$ cat config.mk
export PLATFORM = sky130hd
export DESIGN_NAME = sctl_serial_port
export DESIGN_NICKNAME = d
export VERILOG_FILES = /design/src/rtl/sctl_pkg.sv /design/src/rtl/sctl_sync_edge.sv /design/src/rtl/sctl_shift_engine.sv /design/src/rtl/sctl_regfile.sv /design/src/rtl/sctl_chan_decode.sv /design/src/rtl/sctl_serial_port.sv
export SDC_FILE = /design/constraint.sdc
export NUM_CORES = 1
export LEC_CHECK = 0
export ABC_CLOCK_PERIOD_IN_PS = 1560
export BUFFER_PORTS_ARGS = -buffer_cell sky130_fd_sc_hd__buf_2
export CAP_MARGIN = 10
export CORE_ASPECT_RATIO = 0.5
export CORE_MARGIN = 2
export CORE_UTILIZATION = 45
export DETAILED_ROUTE_END_ITERATION = 7
export SYNTH_ARGS = -nofsm -noshare
export SYNTH_HDL_FRONTEND = slang
export SYNTH_SLANG_ARGS = --single-unit
$ cat constraint.sdc
create_clock -name clk -period 1.56 [get_ports clk]
set_input_delay 0.156 -clock clk [delete_from_list [all_inputs] [get_ports clk]]
set_output_delay 0.156 -clock clk [all_outputs]
set_load 0.01 [all_outputs]
$ cat src/rtl/sctl_pkg.sv
package sctl_pkg;
  // Decoded line mode per channel
  typedef enum logic [1:0] {
    LM_DS3  = 2'd0,
    LM_STS1 = 2'd1,
    LM_E3   = 2'd2
  } line_mode_e;

  // Decoded loop-back selection per channel
  typedef enum logic [1:0] {
    LB_NONE    = 2'd0,
    LB_ANALOG  = 2'd1,
    LB_DIGITAL = 2'd2,
    LB_REMOTE  = 2'd3
  } lpbk_e;

  // Bit positions inside a channel command register
  localparam int CFG_RLB  = 0;
  localparam int CFG_LLB  = 1;
  localparam int CFG_E3   = 2;
  localparam int CFG_STS1 = 3;
endpackage

$ cat src/rtl/sctl_sync_edge.sv
module sctl_sync_edge #(
  parameter int STAGES = 2
) (
  input  logic clk,
  input  logic rst,
  input  logic sclk,
  input  logic cs_n,
  input  logic sdi,
  output logic sclk_rise,
  output logic sclk_fall,
  output logic cs_act,
  output logic sdi_s
);
  logic [STAGES-1:0] sck_q;
  logic [STAGES-1:0] cs_q;
  logic [STAGES-1:0] sd_q;
  logic              sck_d;

  // Equal-length chains keep the pin-to-pin ordering intact
  always_ff @(posedge clk) begin
    if (rst) begin
      sck_q <= '0;
      cs_q  <= '1;
      sd_q  <= '0;
      sck_d <= 1'b0;
    end else begin
      sck_q <= {sck_q[STAGES-2:0], sclk};
      cs_q  <= {cs_q[STAGES-2:0], cs_n};
      sd_q  <= {sd_q[STAGES-2:0], sdi};
      sck_d <= sck_q[STAGES-1];
    end
  end

  assign sclk_rise = sck_q[STAGES-1] & ~sck_d;
  assign sclk_fall = ~sck_q[STAGES-1] & sck_d;
  assign cs_act    = ~cs_q[STAGES-1];
  assign sdi_s     = sd_q[STAGES-1];
endmodule

$ cat src/rtl/sctl_shift_engine.sv
module sctl_shift_engine #(
  parameter int AW       = 4,
  parameter int DW       = 8,
  parameter int HDR_BITS = 8
) (
  input  logic          clk,
  input  logic          rst,
  input  logic          cs_act,
  input  logic          sclk_rise,
  input  logic          sclk_fall,
  input  logic          sdi,
  input  logic [DW-1:0] rd_data,
  output logic [AW-1:0] addr,
  output logic          rd_flag,
  output logic          wr_en,
  output logic [DW-1:0] wr_data,
  output logic          sdo,
  output logic          sdo_oe
);
  localparam int TOTAL = HDR_BITS + DW;
  localparam int CW    = $clog2(TOTAL + 1);
  localparam int DIW   = $clog2(DW);

  logic [CW-1:0] bitcnt;
  logic [CW-1:0] didx;
  logic [DW-1:0] data_sh;

  assign didx = bitcnt - CW'(HDR_BITS);

  always_ff @(posedge clk) begin
    if (rst || !cs_act) begin
      // Idle or aborted frame: everything returns to a clean start
      bitcnt  <= '0;
      rd_flag <= 1'b0;
      addr    <= '0;
      data_sh <= '0;
      wr_en   <= 1'b0;
      wr_data <= '0;
      sdo     <= 1'b0;
      sdo_oe  <= 1'b0;
    end else begin
      wr_en <= 1'b0;
      if (sclk_rise && (bitcnt < CW'(TOTAL))) begin
        bitcnt <= bitcnt + CW'(1);
        if (bitcnt == '0) begin
          rd_flag <= sdi;
        end else if (bitcnt <= CW'(AW)) begin
          addr <= {sdi, addr[AW-1:1]};
        end else if (bitcnt >= CW'(HDR_BITS)) begin
          data_sh <= {sdi, data_sh[DW-1:1]};
          if ((bitcnt == CW'(TOTAL - 1)) && !rd_flag) begin
            wr_en   <= 1'b1;
            wr_data <= {sdi, data_sh[DW-1:1]};
          end
        end
      end
      if (sclk_fall && rd_flag && (bitcnt >= CW'(HDR_BITS)) && (bitcnt < CW'(TOTAL))) begin
        sdo    <= rd_data[didx[DIW-1:0]];
        sdo_oe <= 1'b1;
      end
    end
  end
endmodule

$ cat src/rtl/sctl_regfile.sv
module sctl_regfile #(
  parameter int AW      = 4,
  parameter int DW      = 8,
  parameter int NCH     = 2,
  parameter int CH_BASE = 1
) (
  input  logic                    clk,
  input  logic                    rst,
  input  logic                    wr_en,
  input  logic [AW-1:0]           addr,
  input  logic [DW-1:0]           wr_data,
  output logic [DW-1:0]           rd_data,
  output logic [NCH-1:0][DW-1:0]  ch_cfg
);
  localparam int DEPTH = 1 << AW;

  logic [DW-1:0] mem [DEPTH];

  always_ff @(posedge clk) begin
    if (rst) begin
      for (int i = 0; i < DEPTH; i++) mem[i] <= '0;
      rd_data <= '0;
    end else begin
      if (wr_en) mem[addr] <= wr_data;
      rd_data <= mem[addr];
    end
  end

  for (genvar n = 0; n < NCH; n++) begin : g_tap
    assign ch_cfg[n] = mem[CH_BASE + n];
  end
endmodule

$ cat src/rtl/sctl_chan_decode.sv
module sctl_chan_decode #(
  parameter int DW = 8
) (
  input  logic          clk,
  input  logic          rst,
  input  logic [DW-1:0] cfg,
  output logic [1:0]    mode,
  output logic [1:0]    lpbk
);
  import sctl_pkg::*;

  line_mode_e mode_nx;
  lpbk_e      lpbk_nx;

  always_comb begin
    if (cfg[CFG_E3])        mode_nx = LM_E3;
    else if (cfg[CFG_STS1]) mode_nx = LM_STS1;
    else                    mode_nx = LM_DS3;
    case ({cfg[CFG_LLB], cfg[CFG_RLB]})
      2'b10:   lpbk_nx = LB_ANALOG;
      2'b11:   lpbk_nx = LB_DIGITAL;
      2'b01:   lpbk_nx = LB_REMOTE;
      default: lpbk_nx = LB_NONE;
    endcase
  end

  always_ff @(posedge clk) begin
    if (rst) begin
      mode <= LM_DS3;
      lpbk <= LB_NONE;
    end else begin
      mode <= mode_nx;
      lpbk <= lpbk_nx;
    end
  end
endmodule

$ cat src/rtl/sctl_serial_port.sv
module sctl_serial_port #(
  parameter int NCH         = 2,
  parameter int AW          = 4,
  parameter int DW          = 8,
  parameter int HDR_BITS    = 8,
  parameter int SYNC_STAGES = 2,
  parameter int CH_BASE     = 1
) (
  input  logic             clk,
  input  logic             rst,
  input  logic             cs_n,
  input  logic             sclk,
  input  logic             sdi,
  output logic             sdo,
  output logic             sdo_oe,
  output logic [2*NCH-1:0] ch_mode,
  output logic [2*NCH-1:0] ch_lpbk
);
  logic                   sclk_rise;
  logic                   sclk_fall;
  logic                   cs_act;
  logic                   sdi_s;
  logic [AW-1:0]          addr;
  logic                   rd_flag;
  logic                   wr_en;
  logic [DW-1:0]          wr_data;
  logic [DW-1:0]          rd_data;
  logic [NCH-1:0][DW-1:0] ch_cfg;

  sctl_sync_edge #(.STAGES(SYNC_STAGES)) u_sync (
    .clk(clk), .rst(rst), .sclk(sclk), .cs_n(cs_n), .sdi(sdi),
    .sclk_rise(sclk_rise), .sclk_fall(sclk_fall), .cs_act(cs_act), .sdi_s(sdi_s)
  );

  sctl_shift_engine #(.AW(AW), .DW(DW), .HDR_BITS(HDR_BITS)) u_eng (
    .clk(clk), .rst(rst), .cs_act(cs_act), .sclk_rise(sclk_rise),
    .sclk_fall(sclk_fall), .sdi(sdi_s), .rd_data(rd_data), .addr(addr),
    .rd_flag(rd_flag), .wr_en(wr_en), .wr_data(wr_data), .sdo(sdo), .sdo_oe(sdo_oe)
  );

  sctl_regfile #(.AW(AW), .DW(DW), .NCH(NCH), .CH_BASE(CH_BASE)) u_rf (
    .clk(clk), .rst(rst), .wr_en(wr_en), .addr(addr), .wr_data(wr_data),
    .rd_data(rd_data), .ch_cfg(ch_cfg)
  );

  for (genvar n = 0; n < NCH; n++) begin : g_ch
    sctl_chan_decode #(.DW(DW)) u_dec (
      .clk(clk), .rst(rst), .cfg(ch_cfg[n]),
      .mode(ch_mode[2*n +: 2]), .lpbk(ch_lpbk[2*n +: 2])
    );
  end
endmodule

; After elaboration in Yosys (flattened, before gate mapping)
; Memories as Yosys holds them, arrays and structs flattened. A register that Yosys moved wholly into a read port is not among the register bits.
; Cells that the tools add are included.
[totals]
register_bits = 44
ramBits = 128
word_cells = 73
inputBits = 5
memories = 1
[classes]
mux = 17
bitwise_logic = 8
n_eq_ne = 7
magnitude_cmp = 4
add_sub_neg = 2
n_reduce_logical = 16
[mem_list]
columns = name, depth, width, read_ports, rd_ports_with_merged_regs, wr, line_no
row1 = u_rf.mem, 16, 8, 3, 1, 16, sctl_regfile.sv:17  ; logic [DW-1:0] mem [DEPTH];
[ops]
columns = operator, count
row1 = 2-bit case mux with 3 select lines, 2
row2 = 1-bit two-way mux, 10
row3 = 2-bit equality test (second input constant), 4
row4 = 8-bit two-way mux, 1
row5 = 8-bit OR reduction, 1
row6 = 1-bit inverter, 6
row7 = 5-bit by 1-bit adder with 5-bit output (second input constant), 1
row8 = 5-bit by 4-bit equality test with 1-bit output (second input constant), 1
row9 = 5-bit by 4-bit greater-or-equal comparator with 1-bit output (second input constant), 1
row10 = 5-bit by 3-bit <= comparator with 1-bit output (second input constant), 1
row11 = 1-bit logical AND, 5
row12 = 5-bit logical NOT, 1
row13 = 5-bit less-than comparator (second input constant), 1
row14 = 5-bit AND reduction, 1
row15 = 5-bit OR reduction, 1
row16 = 2-bit by 1-bit equality test with 1-bit output (second input constant), 2
row17 = 3-bit by 4-bit less-than comparator with 1-bit output (second input constant), 1
row18 = 2-bit two-way mux, 2
row19 = 4-bit two-way mux, 1
row20 = 4-bit AND reduction, 1
row21 = 2-bit OR reduction, 2
row22 = 1-bit binary-select mux with 3-bit select, 1
row23 = 3-bit AND reduction, 1
row24 = 3-bit by 1-bit subtractor with 3-bit output (second input constant), 1
row25 = other kinds (4), 5

; Longest topological paths before layout
[depth]
word_depth = 5
ltp_mapped = 7

; Modules after synthesis
; A second synthesis with hierarchy kept.
[hier_totals]
cells_unflattened = 599
area_unflattened_um2 = 7962.6
[by_module_without_submodules]
columns = mod, area_per_inst_um2, cells_per_inst, n_inst
row1 = sctl_regfile, 6197.2, 424, 1
row2 = sctl_shift_engine, 1292.5, 136, 1
row3 = sctl_chan_decode, 136.4, 11, 2
row4 = sctl_sync_edge, 200.2, 17, 1

; Worst setup path before layout
; OpenSTA, ideal clock, no wires.
[synth_path]
path_type = reg-to-reg
from = register u_eng.addr[3]
to = memory u_rf.mem[0][0] (enable)
path_buffers = 0
arrival_ns = 1.383
setup_slack_ns = -0.132
period_less_slack_ns = 1.692
setup_ns = 0.309
stages_incl_launch_ff = 4
path_cell_list = dfxtp_1 or4b_4 nor3_4 or2_2
[synth_rtl]
columns = element, line_no
row1 = start: declaration, sctl_shift_engine.sv:13  ; output logic [AW-1:0] addr,
row2 = start signal: assignment, sctl_shift_engine.sv:48  ; addr <= {sdi, addr[AW-1:1]};
row3 = end: declaration, sctl_regfile.sv:17

==> run summary <==
The largest stage delay on the critical path came out at 0.47 ns. In this run the critical register-to-register path is captured at u_rf.rd_data[1]$_SDFF_PP0_. The count of boundary I/O pins is 15. After synthesis, the netlist uses 46 different library cells. The main flop type after synthesis is edfxtp_1.

In this run the most used layer during global routing was met2. The async set or reset register ratio after synthesis is 0%. The area of the core region came out at 0.0173 mm².

The share of final-layout standard cells stronger than drive strength 1 came out at 27.9%. Setup violations remaining at the end of the flow were counted as 36. The post-detailed-routing wire length is 18100 µm. Along the worst hold path, the cell count comes to 2.

The final critical delay including setup and external delays is 1.64 ns. Relative to the synthesized area, the layout overhead comes to 19.7%. The overflow left after global routing is 0. The run finished, with violations left.

The leakage component of the power is 3.50 nW. The register bit total from synthesis came out at 179. The initialized floorplan defines 34 standard-cell rows.

After synthesis, the cell types taking the most area are edfxtp_1 (49%), dfxtp_1 (13%), and2_1 (9.8%). The critical path in this run is classified as register to register. The combined area of all synthesized cells came out at 0.00790 mm². The synthesized instance count is 601. The launch instance of the worst register-to-register path is u_eng.addr[0]$_SDFFE_PP0P_. The final period utilization came out at 105%.

The synthesized area per cell is 13.2 µm². The initial antenna violation count came out at 0. Measured along the y axis, the die boundary spans 97.7 µm.

The routed layout has 4836 vias. The worst hold path terminates at u_rf.mem[0][2]$_SDFFCE_PN0P_. The final number of max-transition violations came to 0. When the netlist entered floorplanning its net count stood at 614.

The global routing usage on met1 came out at 29.1%. The chip width is 191 µm. The share of the yosys chip area belonging to registers is 61.5%. The number of placed cells counting well taps is 881. Input and output buffers added on the ports amount to 14. In this run the clock root is driven by a clkbuf_16. Entering global routing, the biggest net connects 34 pins.

The number of search-and-repair iterations in the first detailed-routing pass is 5. The max-slew headroom at the worst pin came out at 59.4%. TritonCTS built the clock tree.

The area of the die came out at 0.0187 mm². Dividing the detail-routed via count by the number of cells gives 5.23. The final reports fail on setup timing.

In this run the number of H-tree levels came out at 4. The final-report hold violation count came out at 0. The cell type with the highest aggregate area in the netlist is edfxtp_1. The final antenna-violating net count came out at 0. Setup repair after global routing could not meet its margin everywhere. The final weighted congestion in routability-driven placement is 0.873.

The combined global-route utilization of all metal layers came out at 20.3%. On the critical path, the stage with the largest delay is an instance of mux4_2. STA classifies the critical path endpoint as a register. The finished layout holds 925 standard cells, fillers aside. The critical path required time is 1.84 ns. The signal on the critical path passes through buf_12, buf_6, mux4_2, o211ai_1, o21ai_1.

The met3 layer usage reported by global route is 4.37%. In the final routed layout, each cell accounts on average for 19.6 µm. For this design, the sink count on the clock tree is 179. The transition at the pin with the smallest max-transition slack is 0.608 ns. Along the worst path, the maximum fanout reaches 4. The net count of the finished layout is 691. The number of CTS-inserted buffers came out at 17.

The launch point of the worst hold path is rst. The min-delay analysis places its worst path in the category input pin to register. STA classifies the critical path startpoint as a register. The maximum VDD drop came out at 0.000594 V.

Based on the critical path, the design can be clocked at up to 0.609 GHz. The number of remaining DRC errors came out at 0. After clock tree synthesis, the clock-pin slew on the worst setup and hold paths is 0.07 ns.

The HPWL reported at the end of detailed placement is 12200 µm. The later-pin clock latency in the skew report is 0.42 ns. The setup check on the worst reg-to-reg path leaves a slack of -0.08 ns. Yosys printed 0 warnings.

Yosys instantiated no cell more often than edfxtp_1. The count of inserted antenna diode cells came out at 0. The wire length of the first global-routing pass came out at 27500 µm. The data arrival time of the worst path came out at 1.93 ns. The max-capacitance violation count is 0. The initial core utilization is 45.8%. Counting flops with a built-in enable in the synthesized netlist gives 128. The commonest cells after synthesis are edfxtp_1 (128), and2_1 (124), mux2i_1 (59). The met2 global-route usage is 31.3%. The most critical setup path has its startpoint at u_eng.addr[0]$_SDFFE_PP0P_. Across the routed clock network, the largest skew measured is 0.0102 ns.

The final setup slack of the worst path came out at -0.0818 ns. The number of global-route vias before repair came out at 4771. The number of cells on the worst reg-to-reg path is 5. The post-layout total power came out at 0.00951 W.

The power per standard cell area came out at 1010 mW/mm². The maximum clock insertion buffer count is 2. The count of routing violations after the opening detailed-route iteration came out at 314.

The portion of synthesized cell area occupied by the leading cell type came out at 48.6%.
[layout by cell type (no fill, tap or decap), types with 3 or more instances in the layout]
cell type	n
nor2_1	37
dfxtp_2	6
o21ai_1	8
and2_1	124
nor2_4	3
mux4_2	11
or2_4	10
dfxtp_1	44
o211ai_1	8
edfxtp_1	128
inv_4	4
ha_1	6
inv_1	8
nand2_1	10
buf_4	62
nor3b_1	3
a22oi_1	13
clkbuf_16	17
or2_2	9
dlygate4sd3_1	3
inv_6	4
a2111oi_0	4
buf_12	6
mux2i_1	59
nand3_1	6
nor3_4	3
buf_2	14
nor2_2	5
and2_2	5
nor2b_1	19
buf_6	7
[logic make-up after synthesis]
| logic type | after synthesis | share of synthesized area [%] |
|---|---|---|
| and+or+nand+nor | 252 | 19.1 |
| DFF | 179 | 61.5 |
| muxes | 72 | 10.9 |
| buffers and inverters | 44 | 2.91 |
| AOI/OAI and AO/OA | 43 | 3.93 |
| adders and majority gates | 8 | 1.27 |
| xor gates and xnor gates | 3 | 0.332 |
[power breakdown]
part	internal [W]	switching [W]
logic	0.0000978	0.000144
registers	0.00521	0.0000570
clock network	0.00213	0.00188
[area by class of cell]
cell class	instances	area [µm²]
clock buffer	20	448
clock inverter	12	93.8
fill	1448	7810
inverter	8	30.0
multi-input combinational	378	2930
sequential	179	4880
tap	234	293
timing repair buffer	94	795
[metrics by stage]
step	TNS [ns]	instance area (µm²)	util [%]	setup WS, ns	hold WS [ns]
4_1_cts	-0.931	9340	54.0	-0.0614	0.203
3_5_place_dp	-2.29	8660	50.2	-0.532	0.344
3_3_place_gp	-2.78	8660	50.2	-0.627	0.343
2_1_floorplan	-4.98	7940	-	-0.114	0.260
6_report	-1.09	9460	54.8	-0.0818	0.213
5_1_grt	-4.17	9460	54.8	-0.0985	0.223
[worst max-delay path: cells and delay by family (launching register included)]
family,cells,cell delay [ns]
buf+inv,2,0.22
compound gates,2,0.42
mux,1,0.47
flops,1,0.39
[registers in the layout, summed over array words and instances, names as in the netlist, 2 cells and up]
register and count:
u_rf.mem 128, u_eng.wr_data 8, u_rf.rd_data 8, u_eng.data_sh 7, u_eng.bitcnt 5, g_ch.u_dec.lpbk 4, g_ch.u_dec.mode 4, u_eng.addr 4
u_sync.cs_q 2, u_sync.sck_q 2, u_sync.sd_q 2
[timing repair]
| action | CTS | global route |
|---|---|---|
| setup endpoints to repair | 74 | 95 |
| pin swaps | 4 | 11 |
| gates cloned | 0 | 0 |
| buffers inserted | 5 | 4 |
| resized for setup | 17 | 30 |
| hold buffers | 3 | 0 |
| endpoints found under the hold margin | 3 | 0 |
[metal layers]
layer | vias up | share of wire [%]
met5 | - | 0
met4 | 0 | 1.1
met3 | 15 | 4.7
met2 | 117 | 45
met1 | 2417 | 49
li1 | 2287 | -
[worst max path at each step]
| stage | to | slack (ns) | depth (start not counted) |
|---|---|---|---|
| floorplan | u_rf.mem[4][0]$_SDFFCE_PN0P_ | -0.11 | 5 |
| global placement | u_rf.rd_data[3]$_SDFF_PP0_ | -0.63 | 4 |
| finish | u_rf.rd_data[1]$_SDFF_PP0_ | -0.08 | 5 |
| global route | u_rf.rd_data[1]$_SDFF_PP0_ | -0.1 | 5 |
| detailed placement | u_rf.rd_data[3]$_SDFF_PP0_ | -0.53 | 4 |
| CTS | u_rf.mem[0][7]$_SDFFCE_PN0P_ | -0.06 | 3 |
Note: power is estimated with default switching activity, not from simulation.
